===== src/rtl/sdram_ta_pkg.sv =====
package sdram_ta_pkg;
  typedef enum logic [1:0] {
    CMD_NOP   = 2'b00,
    CMD_READ  = 2'b01,
    CMD_WRITE = 2'b10
  } cmd_e;

  // mask must lead a truncating write by the mask-to-output latency (2) plus one idle cycle
  localparam int unsigned MASK_LEAD = 3;
endpackage


===== src/rtl/rd_bus_tracker.sv =====
module rd_bus_tracker #(
  parameter int unsigned BURST = 4,
  parameter int unsigned CNT_W = 3
) (
  input  logic             clk,
  input  logic             rst_n,
  input  logic             rd_go,
  input  logic             wr_go,
  input  logic             cl3,
  output logic [CNT_W-1:0] busy
);
  // busy == 0 means the last read word lies two or more cycles in the past
  logic [CNT_W-1:0] busy_q, busy_d;
  logic [CNT_W-1:0] load_val;

  always_comb begin
    load_val = CNT_W'(BURST + (cl3 ? 3 : 2));
    busy_d   = busy_q;
    if (rd_go)              busy_d = load_val;
    else if (wr_go)         busy_d = '0;
    else if (busy_q != '0)  busy_d = busy_q - 1'b1;
  end

  always_ff @(posedge clk or negedge rst_n) begin
    if (!rst_n) busy_q <= '0;
    else        busy_q <= busy_d;
  end

  assign busy = busy_q;
endmodule


===== src/rtl/mask_lead_ctr.sv =====
module mask_lead_ctr
  import sdram_ta_pkg::*;
(
  input  logic clk,
  input  logic rst_n,
  input  logic hold,
  output logic lead_met
);
  localparam int unsigned RW = $clog2(MASK_LEAD + 1);
  logic [RW-1:0] run_q, run_d;

  always_comb begin
    run_d = '0;
    if (hold) run_d = (run_q == RW'(MASK_LEAD)) ? run_q : run_q + 1'b1;
  end

  always_ff @(posedge clk or negedge rst_n) begin
    if (!rst_n) run_q <= '0;
    else        run_q <= run_d;
  end

  assign lead_met = (run_q == RW'(MASK_LEAD));
endmodule


===== src/rtl/wr_burst_gen.sv =====
module wr_burst_gen #(
  parameter int unsigned DATA_W = 32,
  parameter int unsigned BURST  = 4
) (
  input  logic                        clk,
  input  logic                        rst_n,
  input  logic                        start,
  input  logic                        cancel,
  input  logic [BURST*DATA_W-1:0]     wdata,
  input  logic [BURST*DATA_W/8-1:0]   wmask,
  output logic                        active,
  output logic [DATA_W-1:0]           beat_data,
  output logic [DATA_W/8-1:0]         beat_mask
);
  localparam int unsigned BYTES = DATA_W / 8;
  localparam int unsigned BW    = (BURST > 1) ? $clog2(BURST) : 1;

  logic [BW-1:0]               beat_q, beat_d;
  logic [BURST*DATA_W-1:0]     data_q;
  logic [BURST*BYTES-1:0]      mask_q;
  logic                        load_en;

  // beat_q holds the index of the next beat still to drive; 0 means idle
  always_comb begin
    load_en = start;
    beat_d  = beat_q;
    if (start)                          beat_d = (BURST > 1) ? BW'(1) : '0;
    else if (cancel)                    beat_d = '0;
    else if (beat_q != '0)              beat_d = (beat_q == BW'(BURST-1)) ? '0 : beat_q + 1'b1;
  end

  always_ff @(posedge clk or negedge rst_n) begin
    if (!rst_n) begin
      beat_q <= '0;
      data_q <= '0;
      mask_q <= '0;
    end else begin
      beat_q <= beat_d;
      if (load_en) begin
        data_q <= wdata;
        mask_q <= wmask;
      end
    end
  end

  assign active    = (beat_q != '0);
  assign beat_data = data_q[beat_q*DATA_W +: DATA_W];
  assign beat_mask = mask_q[beat_q*BYTES +: BYTES];
endmodule


===== src/rtl/sdram_rw_turnaround.sv =====
module sdram_rw_turnaround
  import sdram_ta_pkg::*;
#(
  parameter int unsigned DATA_W = 32,
  parameter int unsigned BANK_W = 2,
  parameter int unsigned COL_W  = 9,
  parameter int unsigned BURST  = 4
) (
  input  logic                       clk,
  input  logic                       rst_n,
  input  logic                       cas_lat3,
  input  logic                       req_valid,
  input  logic                       req_write,
  input  logic [BANK_W-1:0]          req_bank,
  input  logic [COL_W-1:0]           req_col,
  input  logic [BURST*DATA_W-1:0]    req_wdata,
  input  logic [BURST*DATA_W/8-1:0]  req_wmask,
  output logic                       req_ready,
  output logic [1:0]                 cmd,
  output logic [BANK_W-1:0]          cmd_bank,
  output logic [COL_W-1:0]           cmd_col,
  output logic [DATA_W/8-1:0]        dqm,
  output logic                       dq_oe,
  output logic [DATA_W-1:0]          dq_out
);
  localparam int unsigned BYTES = DATA_W / 8;
  localparam int unsigned CNT_W = $clog2(BURST + 4);

  logic [CNT_W-1:0]  busy;
  logic              lead_met, wr_ok;
  logic              issue_rd, issue_wr, hold;
  logic              beat_act, beat_use;
  logic [DATA_W-1:0] beat_data;
  logic [BYTES-1:0]  beat_mask;

  cmd_e              cmd_d, cmd_q;
  logic [BANK_W-1:0] bank_d, bank_q;
  logic [COL_W-1:0]  col_d, col_q;
  logic [BYTES-1:0]  dqm_d, dqm_q;
  logic              oe_d, oe_q;
  logic [DATA_W-1:0] dout_d, dout_q;

  assign wr_ok     = (busy == '0) || lead_met;
  assign issue_rd  = req_valid && !req_write;
  assign issue_wr  = req_valid && req_write && wr_ok;
  assign hold      = req_valid && req_write && !wr_ok;
  assign req_ready = !req_write || wr_ok;
  assign beat_use  = beat_act && !issue_rd;

  rd_bus_tracker #(.BURST(BURST), .CNT_W(CNT_W)) u_trk (
    .clk(clk), .rst_n(rst_n), .rd_go(issue_rd), .wr_go(issue_wr),
    .cl3(cas_lat3), .busy(busy)
  );

  mask_lead_ctr u_lead (
    .clk(clk), .rst_n(rst_n), .hold(hold), .lead_met(lead_met)
  );

  wr_burst_gen #(.DATA_W(DATA_W), .BURST(BURST)) u_wgen (
    .clk(clk), .rst_n(rst_n), .start(issue_wr), .cancel(issue_rd),
    .wdata(req_wdata), .wmask(req_wmask), .active(beat_act),
    .beat_data(beat_data), .beat_mask(beat_mask)
  );

  always_comb begin
    cmd_d  = CMD_NOP;
    bank_d = '0;
    col_d  = '0;
    dqm_d  = '0;
    oe_d   = 1'b0;
    dout_d = '0;
    if (issue_rd) begin
      cmd_d  = CMD_READ;
      bank_d = req_bank;
      col_d  = req_col;
    end else if (issue_wr) begin
      cmd_d  = CMD_WRITE;
      bank_d = req_bank;
      col_d  = req_col;
      dqm_d  = req_wmask[BYTES-1:0];
      oe_d   = 1'b1;
      dout_d = req_wdata[DATA_W-1:0];
    end else if (beat_use) begin
      dqm_d  = beat_mask;
      oe_d   = 1'b1;
      dout_d = beat_data;
    end else if (hold) begin
      dqm_d  = '1;
    end
  end

  always_ff @(posedge clk or negedge rst_n) begin
    if (!rst_n) begin
      cmd_q  <= CMD_NOP;
      bank_q <= '0;
      col_q  <= '0;
      dqm_q  <= '0;
      oe_q   <= 1'b0;
      dout_q <= '0;
    end else begin
      cmd_q  <= cmd_d;
      bank_q <= bank_d;
      col_q  <= col_d;
      dqm_q  <= dqm_d;
      oe_q   <= oe_d;
      dout_q <= dout_d;
    end
  end

  assign cmd      = cmd_q;
  assign cmd_bank = bank_q;
  assign cmd_col  = col_q;
  assign dqm      = dqm_q;
  assign dq_oe    = oe_q;
  assign dq_out   = dout_q;

  p_read_next_r2: assert property (@(posedge clk) disable iff (!rst_n)
    (req_valid && !req_write) |=> (cmd == 2'b01));

  p_wait_nop_r7: assert property (@(posedge clk) disable iff (!rst_n)
    hold |=> (cmd == 2'b00));

  p_wait_mask_r6: assert property (@(posedge clk) disable iff (!rst_n)
    hold |=> (dqm == {BYTES{1'b1}}));

  p_write_drives_r8: assert property (@(posedge clk) disable iff (!rst_n)
    (cmd == 2'b10) |-> dq_oe);

  // truncating write needs three masked waiting cycles just before it
  p_mask_lead_r5: assert property (@(posedge clk) disable iff (!rst_n)
    (issue_wr && busy != '0) |-> ($past(hold) && $past(hold, 2) && $past(hold, 3)));
endmodule


===== config.mk =====
export PLATFORM = sky130hd
export DESIGN_NAME = sdram_rw_turnaround
export DESIGN_NICKNAME = d
export VERILOG_FILES = /design/src/rtl/sdram_ta_pkg.sv /design/src/rtl/rd_bus_tracker.sv /design/src/rtl/mask_lead_ctr.sv /design/src/rtl/wr_burst_gen.sv /design/src/rtl/sdram_rw_turnaround.sv
export SDC_FILE = /design/constraint.sdc
export NUM_CORES = 1
export LEC_CHECK = 0
export ABC_AREA = 0
export BUFFER_PORTS_ARGS = -buffer_cell sky130_fd_sc_hd__buf_2
export CAP_MARGIN = 20
export CORE_UTILIZATION = 35
export CTS_BUF_LIST = sky130_fd_sc_hd__clkbuf_4
export DETAILED_ROUTE_END_ITERATION = 8
export PLACE_DENSITY = 0.67
export SLEW_MARGIN = 20
export SYNTH_ARGS = -nofsm -noshare
export SYNTH_HDL_FRONTEND = slang
export SYNTH_HIERARCHICAL = 1
export SYNTH_SLANG_ARGS = --single-unit
export TNS_END_PERCENT = 5

===== constraint.sdc =====
create_clock -name clk -period 5.4 [get_ports clk]
set_input_delay 1.08 -clock clk [delete_from_list [all_inputs] [get_ports clk]]
set_output_delay 1.08 -clock clk [all_outputs]
set_load 0.1 [all_outputs]

==> results of run 1 <==
==> metrics by stage <==
step	hold slack, ns	cell area [um^2]	power (mW)	setup slack, ns	util
global route	0.521	10500	6.70	2.06	0.445
floorplan	0.475	8550	4.54	2.61	-
detailed placement	0.491	9840	5.02	2.04	0.416
CTS	0.500	10500	6.41	2.14	0.445
finish	0.500	10500	6.29	2.25	0.445
global placement	0.485	9840	4.96	2.07	0.416
==> worst max-delay path: cells and delay by family (launching register included) <==
family / cells / cell delay, ns
and+or+nand+nor: 2 / 0.21
DFF: 1 / 0.36
buffers and inverters: 1 / 0.43
adders and majority gates: 1 / 0.44
==> logic make-up (layout without fill, tap and decap cells) <==
| family | Yosys count | in the layout |
|---|---|---|
| xor gates and xnor gates | 2 | 2 |
| and+or+nand+nor | 34 | 34 |
| adders and majority gates | 5 | 5 |
| AOI/OAI and AO/OA | 45 | 45 |
| muxes | 183 | 183 |
| other | 0 | 2 |
| buffers and inverters | 43 | 325 |
| DFF | 201 | 201 |
==> synthesized netlist by cell type, types with 2 or more instances <==
cell,count
a22o_1,4
nor2_1,2
o21ba_2,2
nand2_1,3
ha_1,5
inv_1,9
buf_4,2
mux2_2,145
buf_2,19
clkbuf_1,2
o31ai_1,2
dfrtp_1,201
and2_1,12
and3_2,4
a22o_2,27
nor2b_1,5
a221o_1,4
mux4_2,36
buf_12,2
buf_6,8
mux2i_1,2
==> state kept, by name, indices dropped and copies added (netlist names) <==
register       count
u_wgen/data_q    128
dq_out            32
u_wgen/mask_q     16
cmd_col            9
dqm                4
u_trk/busy         3
cmd                2
cmd_bank           2
u_lead/run_q       2
u_wgen/beat_q      2
dq_oe              1
==> power groups by stage <==
stage | combinational, mW | clock (mW) | sequential (mW)
global route | 2.63 | 1.49 | 2.58
finish | 2.47 | 1.34 | 2.48
global placement | 2.46 | 0 | 2.49
CTS | 2.51 | 1.41 | 2.50
floorplan | 1.27 | 0 | 3.26
detailed placement | 2.50 | 0 | 2.52
==> final cells by class <==
| cell class | count | area share |
|---|---|---|
| sequential | 201 | 0.477 |
| clock inverter | 12 | 0.00427 |
| antenna | 2 | 0.000475 |
| tap | 319 | 0.0379 |
| timing repair buffer | 217 | 0.108 |
| clock buffer | 87 | 0.0619 |
| multi-input combinational | 269 | 0.307 |
| inverter | 9 | 0.00320 |
==> cells in the final DEF (no fill, tap or decap), types with 2 or more instances in the layout <==
| master | synthesis | final |
|---|---|---|
| o31ai_1 | 2 | 2 |
| nor2_1 | 2 | 2 |
| clkbuf_4 | 1 | 87 |
| dfrtp_2 | 0 | 2 |
| ha_1 | 5 | 5 |
| buf_12 | 2 | 2 |
| and2_1 | 12 | 12 |
| nor2b_1 | 5 | 5 |
| dfrtp_1 | 201 | 199 |
| nand2_1 | 3 | 3 |
| a221o_1 | 4 | 4 |
| a22o_2 | 27 | 27 |
| mux2i_1 | 2 | 2 |
| mux2_2 | 145 | 145 |
| mux4_2 | 36 | 36 |
| clkinv_1 | 0 | 12 |
| buf_2 | 19 | 209 |
| and3_2 | 4 | 4 |
| diode_2 | 0 | 2 |
| inv_1 | 9 | 9 |
| a22o_1 | 4 | 4 |
| buf_4 | 2 | 5 |
==> per-layer routing <==
metal	GRT usage	vias up
met4	0.0577	2
li1	-	2436
met5	0	-
met2	0.243	188
met1	0.185	2661
met3	0.0493	43
==> how the worst max path moves through the flow <==
stage | slack [ns] | from | end | depth (start not counted)
2_1_floorplan | 2.61 | req_write | req_ready | 1
4_1_cts | 2.14 | u_trk/busy[0] | req_ready | 4
6_report | 2.25 | u_lead/run_q[0] | req_ready | 4
5_1_grt | 2.06 | u_lead/run_q[0] | req_ready | 4
3_3_place_gp | 2.07 | req_valid | u_wgen/data_q[78] | 5
3_5_place_dp | 2.04 | req_valid | u_wgen/data_q[106] | 5
==> impl_metrics.tcl, run 1 <==
set metrics [dict create \
    fill_cells 2234 \
    seqCellArea_mm2 0.00503 \
    cts_resized 0 \
    drc 0 \
    ioPinCount 211 \
    synth-async-reset-ratio 1.00 \
    vias 5330 \
    place_congestion 0.738 \
    r2r-end "u_wgen/data_q[106]" \
    hold_viol 0 \
    syn_area_per_cell_um2 16.7 \
    drive_gt1_frac 0.663 \
    slowest_delay_ns 0.44 \
    multi_input_area_mm2 0.00324 \
    ant_nets 0 \
    yosys.area_share.adder 0.00732 \
    synthSimpleGateAreaFrac 0.0275 \
    cp.arrival_ns 2.07 \
    area_delta_synth_final_pct 23.3 \
    status "finished, final reports clean" \
    clk_latency_ns 0.63 \
    power.internal_mw 3.89 \
    critPathMaxFanout 10 \
    yosysSeqAreaShare 0.588 \
    finalCritPeriodShare 0.583 \
    drtPass1Iterations 4 \
    post-dp-hpwl_um 12000 \
    highest_layer "met5" \
    clockPowerShare 0.213 \
    clock_sinks 201 \
    core.rowCount 56 \
    synthMuxAreaShare 0.288 \
    placedCellCount 1015 \
    p_sw_mw 2.40 \
    drv_slew 0 \
    syn-num-nets 678 \
    period_needed_ns 3.15 \
    r2r_start "u_lead/run_q[0]" \
    clock_skew_ns 0.0247 \
    final_cells 1116 \
    grt_max_degree 103 \
    met3WireLength_um 1380 \
    fin_tns_setup_ns 0 \
    yosysWarnings 6 \
    ff2ff_setup_slack_ns 2.72 \
    grt_pass1_vias 5631 \
    htreeDepth 2 \
    p_comb_frac 0.393 \
    setup_viol 0 \
    start_util 0.361 \
    viasPerCell 4.78 \
    synth-xor-area-share 0.00205 \
    wl_per_cell_um 16.4 \
    power.leakage_nw 5.19 \
    yosysTopAreaCell "dfrtp_1" \
    cp_slowest_cell "ha_1" \
    die_w_um 158 \
    tritoncts "done" \
    fmax_mhz 318 \
    routed_wl_um 18300 \
    die-area_mm2 0.0251 \
    syn-cell-area_mm2 0.00855 \
    synth_cells 513 \
    start_kind "flip-flop" \
    met2_length_um 8710 \
    drt-met1-wl_um 7750 \
    p_seq_frac 0.394 \
    cts_root_buffer "clkbuf_4" \
    min_to "u_wgen/mask_q[4]" \
    yosys-top-cells-area "dfrtp_1 (59%), mux2_2 (19%), mux4_2 (9.5%)" \
    gr-usage-all-layers 0.150 \
    min_path_type "flip-flop to flip-flop" \
    synth_flop_cell "dfrtp_1" \
    grt_overflow_total 0 \
    min_from "u_wgen/mask_q[4]" \
    antenna_found_initial 4 \
    maxSlewHeadroom 0.447 \
    ir_drop_uv 314 \
    power.density_mw_per_mm2 596 \
    postCtsSetupRepairBufs 0 \
    synth_edf_count 0 \
    switching_share 0.381 \
    fin_nets 919 \
    core_mm2 0.0237 \
    path_cells "ha_1 > nor2_1 > nand2_1 > buf_2" \
    ys_ff_latch 201 \
    path_class "flip-flop to output port" \
    cts_hold_buf 0 \
    rsz0062_at_grt "no" \
    place.port_buffers 210 \
    reg2reg_depth 4 \
    clk_pin_slew_ns 0.06 \
    synth_top_family_by_area "multiplexers" \
    synth_compound_area_frac 0.0531 \
    grt_pass1_wl_um 29100 \
    first_iter_violations 191 \
    whs_path_depth 1 \
    clock_path_buffers 3 \
    worstMarginPinSlew_ns 0.830 \
    die_h_um 158 \
    cap_violations 0 \
    synth_cell_types 38 \
    required_ns 4.32 \
    numCtsBuffers 56 \
    synthDominantCellAreaShare 0.588 \
    cp-end-kind "output port" \
]
Power figures use the tool's default switching activity.
==> run 2: changes to the inputs <==
--- a/config.mk
+++ b/config.mk
@@ -5,7 +5,7 @@
 export SDC_FILE = /design/constraint.sdc
 export NUM_CORES = 1
 export LEC_CHECK = 0
-export ABC_AREA = 0
+export ABC_AREA = 1
 export BUFFER_PORTS_ARGS = -buffer_cell sky130_fd_sc_hd__buf_2
 export CAP_MARGIN = 20
 export CORE_UTILIZATION = 35
==> constraint.sdc (replaced) <==
create_clock -name clk -period 3.3 [get_ports clk]
set_input_delay 0.66 -clock clk [delete_from_list [all_inputs] [get_ports clk]]
set_output_delay 0.66 -clock clk [all_outputs]
set_load 0.1 [all_outputs]
==> impl_metrics.tcl, run 2 <==
set metrics [dict create \
    status "finished, final reports clean" \
    hold_viol 0 \
    antenna_found_initial 1 \
    die_w_um 165 \
    path_class "flip-flop to output port" \
    period_needed_ns 2.54 \
    power.leakage_nw 6.07 \
    drv_slew 0 \
    hold_ws_ns 0.0753 \
    layout_commonest_cell "nand2_1" \
    start_util 0.356 \
    clock_skew_ns 0.0229 \
    syn_area_per_cell_um2 8.57 \
    syn-num-nets 1248 \
    cp-end-kind "output port" \
    synth_edf_count 0 \
    required_ns 2.64 \
    multi_input_area_mm2 0.00338 \
    total_power_mw 10.5 \
    power.density_mw_per_mm2 944 \
    synthDominantCellAreaShare 0.542 \
    pre_cts_ws_ns 1.12 \
    final_cell_mix "nand2_1 (495), buf_2 (209), dfrtp_1 (199)" \
    largest_register_ffs 128 \
    synth_flop_cell "dfrtp_1" \
    synth_cells 1083 \
    place.port_buffers 210 \
    fin_tns_setup_ns 0 \
    drc 0 \
    synth_cell_types 25 \
    core_mm2 0.0261 \
    slowest_delay_ns 0.43 \
    cp.arrival_ns 1.88 \
    wl_per_cell_um 13.7 \
    grt_pass1_vias 7605 \
    die_h_um 165 \
    yosysTopAreaCell "dfrtp_1" \
    maxSlewHeadroom 0.467 \
    drive_gt1_frac 0.267 \
    seqCellArea_mm2 0.00503 \
    cts_hold_buf 0 \
    final_util 0.426 \
    area_delta_synth_final_pct 19.7 \
    grt_pass1_wl_um 37100 \
    clock_sinks 201 \
    max_flop_register "u_wgen/data_q" \
    drtPass1Iterations 5 \
    min_path_type "input port to async pin" \
    cts_root_buffer "clkbuf_4" \
    synth.top_cells.by_count "nand2_1 (495), dfrtp_1 (201), inv_1 (95)" \
    htreeDepth 2 \
    ir_drop_uv 679 \
    ioPinCount 211 \
    yosysWarnings 6 \
    placedCellCount 1573 \
    synth-async-reset-ratio 1.00 \
    die-area_mm2 0.0272 \
    first_iter_violations 504 \
    gr-usage-all-layers 0.170 \
    layout_setup_ws_ns 0.763 \
    clk_latency_ns 0.64 \
    ys_ff_latch 201 \
    start_kind "flip-flop" \
    core.rowCount 59 \
    syn-cell-area_mm2 0.00928 \
    place_area_mm2 0.0104 \
    cap_violations 0 \
    post-dp-hpwl_um 14100 \
    cts_resized 0 \
    postCtsSetupRepairBufs 0 \
    vias 7757 \
    grt_max_degree 147 \
    tritoncts "done" \
    cp_slowest_cell "buf_2" \
    clock_path_buffers 3 \
    numCtsBuffers 54 \
    place_congestion 0.761 \
    final_cells 1669 \
    finalCritPeriodShare 0.769 \
    yosysSeqAreaShare 0.542 \
    setup_viol 0 \
    clk_pin_slew_ns 0.06 \
    yosys-top-cells-area "dfrtp_1 (54%), nand2_1 (20%), o211ai_1 (4.2%)" \
    fill_cells 2665 \
    grt_overflow_total 0 \
    ant_nets 0 \
    path_cells "ha_1 > inv_1 > nand3_1 > buf_2" \
    worstMarginPinSlew_ns 0.800 \
    finalInstanceArea_mm2 0.0111 \
    rsz0062_at_grt "no" \
    viasPerCell 4.65 \
    synthMostInstantiatedCell "nand2_1" \
    critPathMaxFanout 4 \
    fmax_mhz 394 \
    fin_nets 1459 \
    routed_wl_um 22800 \
]
run 2: changes by cell type after synthesis, sizes merged, moves of 6 or more:
cell and change:
nor2 +18, and2 -12, inv +91, nor2b -6, buf +29, nand2 +500
o21ai +76, mux4 -36, nand3 +38, o211ai +72, mux2 -145, a22o -31
run 2: path summary, 6_finish.rpt:
check | start | endpoint | slack [ns] | cells past startpoint
max | u_lead/run_q[0] | req_ready | 0.76 | 4
min | rst_n | u_wgen/data_q[112] | 0.08 | 1
max reg2reg | u_lead/run_q[0] | u_wgen/data_q[19] | 1.20 | 9
min reg2reg | u_wgen/data_q[81] | u_wgen/data_q[81] | 0.47 | 2
max in group asynchronous | rst_n | u_wgen/beat_q[1] | 2.41 | 2
min in group clk | req_wmask[9] | u_wgen/mask_q[9] | 0.22 | 3
run 2: worst max-delay path, delay by kind of cell, from the launching register on:
family | cells | cell delay (ns)
adder cells (fa/ha/maj) | 1 | 0.23
buffers and inverters | 2 | 0.53
AND/OR/NAND/NOR | 1 | 0.11
flip-flops | 1 | 0.38
run 2: layer usage:
| layer | global-route usage | vias to the layer above | part of all wire | wire, um |
|---|---|---|---|---|
| met4 | 0.0450 | 0 | 0.018 | 420 |
| li1 | - | 3844 | - | - |
| met1 | 0.229 | 3614 | 0.46 | 10500 |
| met3 | 0.0462 | 47 | 0.071 | 1610 |
| met5 | 0 | - | 0 | 0 |
| met2 | 0.266 | 252 | 0.45 | 10300 |
run 2: logic make-up (layout without fill, tap and decap cells):
kind of cell | Yosys count | in the layout | share of synthesized area
fa+ha+maj | 5 | 5 | 0.00674
buf+inv | 166 | 416 | 0.0937
compound gates | 149 | 149 | 0.111
simple gates | 562 | 562 | 0.247
flops | 201 | 201 | 0.542
other cells | 0 | 1 | 0
run 2: layout make-up:
cell class                      instances  share of cell area
Antenna cell                            1            0.000225
Clock buffer                           77              0.0520
Clock inverter                         18              0.0112
Inverter                              100              0.0342
Multi-Input combinational cell        716               0.304
Sequential cell                       201               0.453
Tap cell                              335              0.0377
Timing Repair Buffer                  221               0.107
run 2: power breakdown:
group / total [mW] / switching (mW) / internal [mW]
Combinational: 4.34 / 3.13 / 1.21
Clock: 2.26 / 1.03 / 1.23
Sequential: 3.90 / 0.400 / 3.50
==> run 3: changes to the inputs <==
==> constraint.sdc (replaced) <==
create_clock -name clk -period 2.6 [get_ports clk]
set_input_delay 0.52 -clock clk [delete_from_list [all_inputs] [get_ports clk]]
set_output_delay 0.52 -clock clk [all_outputs]
set_load 0.1 [all_outputs]
==> impl_metrics.tcl, run 3 (same netlist as run 2, synthesis figures left out) <==
set metrics [dict create \
    status "finished, final reports clean" \
    largest_register_ffs 128 \
    core.rowCount 59 \
    crit_start "u_lead/run_q[0]" \
    r2r-end "dqm[0]" \
    setup_viol 0 \
    numCtsBuffers 55 \
    final_cells 1676 \
    start_util 0.356 \
    tritoncts "done" \
    cp.arrival_ns 1.89 \
    clock_sinks 201 \
    clockPowerShare 0.207 \
    fmax_mhz 415 \
    place_congestion 0.752 \
    ff2ff_setup_slack_ns 0.68 \
    pre_cts_ws_ns 0.683 \
    routed_wl_um 23100 \
    hold_viol 0 \
    core_mm2 0.0261 \
    power.internal_mw 7.43 \
    p_sw_mw 5.80 \
    switching_share 0.438 \
    clk_latency_ns 0.65 \
    grt_pass1_wl_um 36400 \
    place.port_buffers 210 \
    final_cell_mix "nand2_1 (495), buf_2 (209), dfrtp_1 (199)" \
    clock_path_buffers 3 \
    drc 0 \
    wl_per_cell_um 13.8 \
    power.density_mw_per_mm2 1180 \
    grt_overflow_total 0 \
    fin_tns_setup_ns 0 \
    grt_max_degree 147 \
    drv_slew 0 \
    cap_violations 0 \
    clock_skew_ns 0.0483 \
    placedCellCount 1573 \
    die_h_um 165 \
    first_iter_violations 473 \
    p_comb_frac 0.418 \
    cts_root_buffer "clkbuf_4" \
    crit_end "req_ready" \
    cp-end-kind "output port" \
    area_delta_synth_final_pct 20.4 \
    drtPass1Iterations 5 \
    worstMarginPinSlew_ns 0.743 \
    antenna_found_initial 1 \
    final_util 0.429 \
    post-dp-hpwl_um 14200 \
    grt_pass1_vias 7450 \
    die_w_um 165 \
    ir_drop_uv 770 \
    layout_commonest_cell "nand2_1" \
    ioPinCount 211 \
    min_path_type "input port to flip-flop" \
    ant_nets 0 \
    htreeDepth 2 \
    viasPerCell 4.61 \
    clk_pin_slew_ns 0.07 \
    fin_nets 1467 \
    layout_setup_ws_ns 0.191 \
    maxSlewHeadroom 0.505 \
    p_seq_frac 0.375 \
    start_kind "flip-flop" \
    vias 7724 \
    reg2reg_depth 9 \
    gr-usage-all-layers 0.167 \
    die-area_mm2 0.0272 \
    path_class "flip-flop to output port" \
    r2r_start "u_wgen/beat_q[0]" \
    finalCritPeriodShare 0.927 \
    power.leakage_nw 6.09 \
    drive_gt1_frac 0.267 \
    period_needed_ns 2.41 \
    max_flop_register "u_wgen/data_q" \
    rsz0062_at_grt "no" \
    required_ns 2.08 \
    critPathMaxFanout 4 \
]
[run 3: changes by cell type in the layout (fill, tap and decap cells not counted)]
cell,change
clkbuf_4,+7
clkinv_2,-3
clkinv_1,-2
buf_4,-2
buf_12,+2
dlygate4sd3_1,+7
bufinv_16,-2
[run 3: stage by stage]
| step | instance area [um^2] | total power [mW] | hold slack (ns) |
|---|---|---|---|
| after global placement | 10400 | 10.4 | 0.454 |
| after CTS | 11200 | 13.4 | 0.00183 |
| after floorplan | 9280 | 9.56 | 0.224 |
| after detailed placement | 10400 | 10.6 | 0.459 |
| final | 11200 | 13.2 | 0.0836 |
| after global routing | 11200 | 14.3 | 0.00602 |
[run 3: power groups by stage]
stage	logic [mW]	registers, mW	clock network (mW)
floorplan	3.20	6.36	0
global placement	5.42	4.97	0
detailed placement	5.56	5.01	0
CTS	5.58	4.96	2.86
global route	6.15	5.09	3.03
finish	5.53	4.96	2.74
[run 3: worst min-delay path by stage]
stage	from	to	depth (start not counted)
final	req_wmask[10]	u_wgen/mask_q[10]	3
after CTS	req_wmask[8]	u_wgen/mask_q[8]	3
after global placement	u_wgen/data_q[6]	u_wgen/data_q[6]	2
after global routing	req_col[6]	cmd_col[6]	3
after detailed placement	u_wgen/data_q[69]	u_wgen/data_q[69]	2
after floorplan	rst_n	cmd[0]	0
[run 3: area by class of cell]
type                       count  area (um^2)
fill                        2637        14900
sequential                   201         5030
multi-input combinational    716         3380
timing repair buffer         228         1290
clock buffer                  84          631
tap                          335          419
inverter                     100          380
clock inverter                11         41.3
antenna                        1         2.50
[run 3: routing by layer]
metal	wire (um)	track usage	vias to the layer above
li1	-	-	3858
met1	10600	0.219	3607
met2	10600	0.268	228
met3	1550	0.0462	31
met4	316	0.0480	0
met5	0	0	-
[run 3: what timing repair did]
action / 4_1_cts / 5_1_grt
endpoints found under the hold margin: 50 / 0
endpoints found under the setup margin: 0 / 0
hold buffers: 7 / 0
gates resized for setup: 0 / 0
setup buffers: 0 / 0
[run 3: worst max-delay path, stage by stage, from the launching register on]
cell and delay [ns]:
dfrtp_1 0.38, ha_1 0.22, inv_1 0.10, nand3_1 0.11, buf_2 0.43
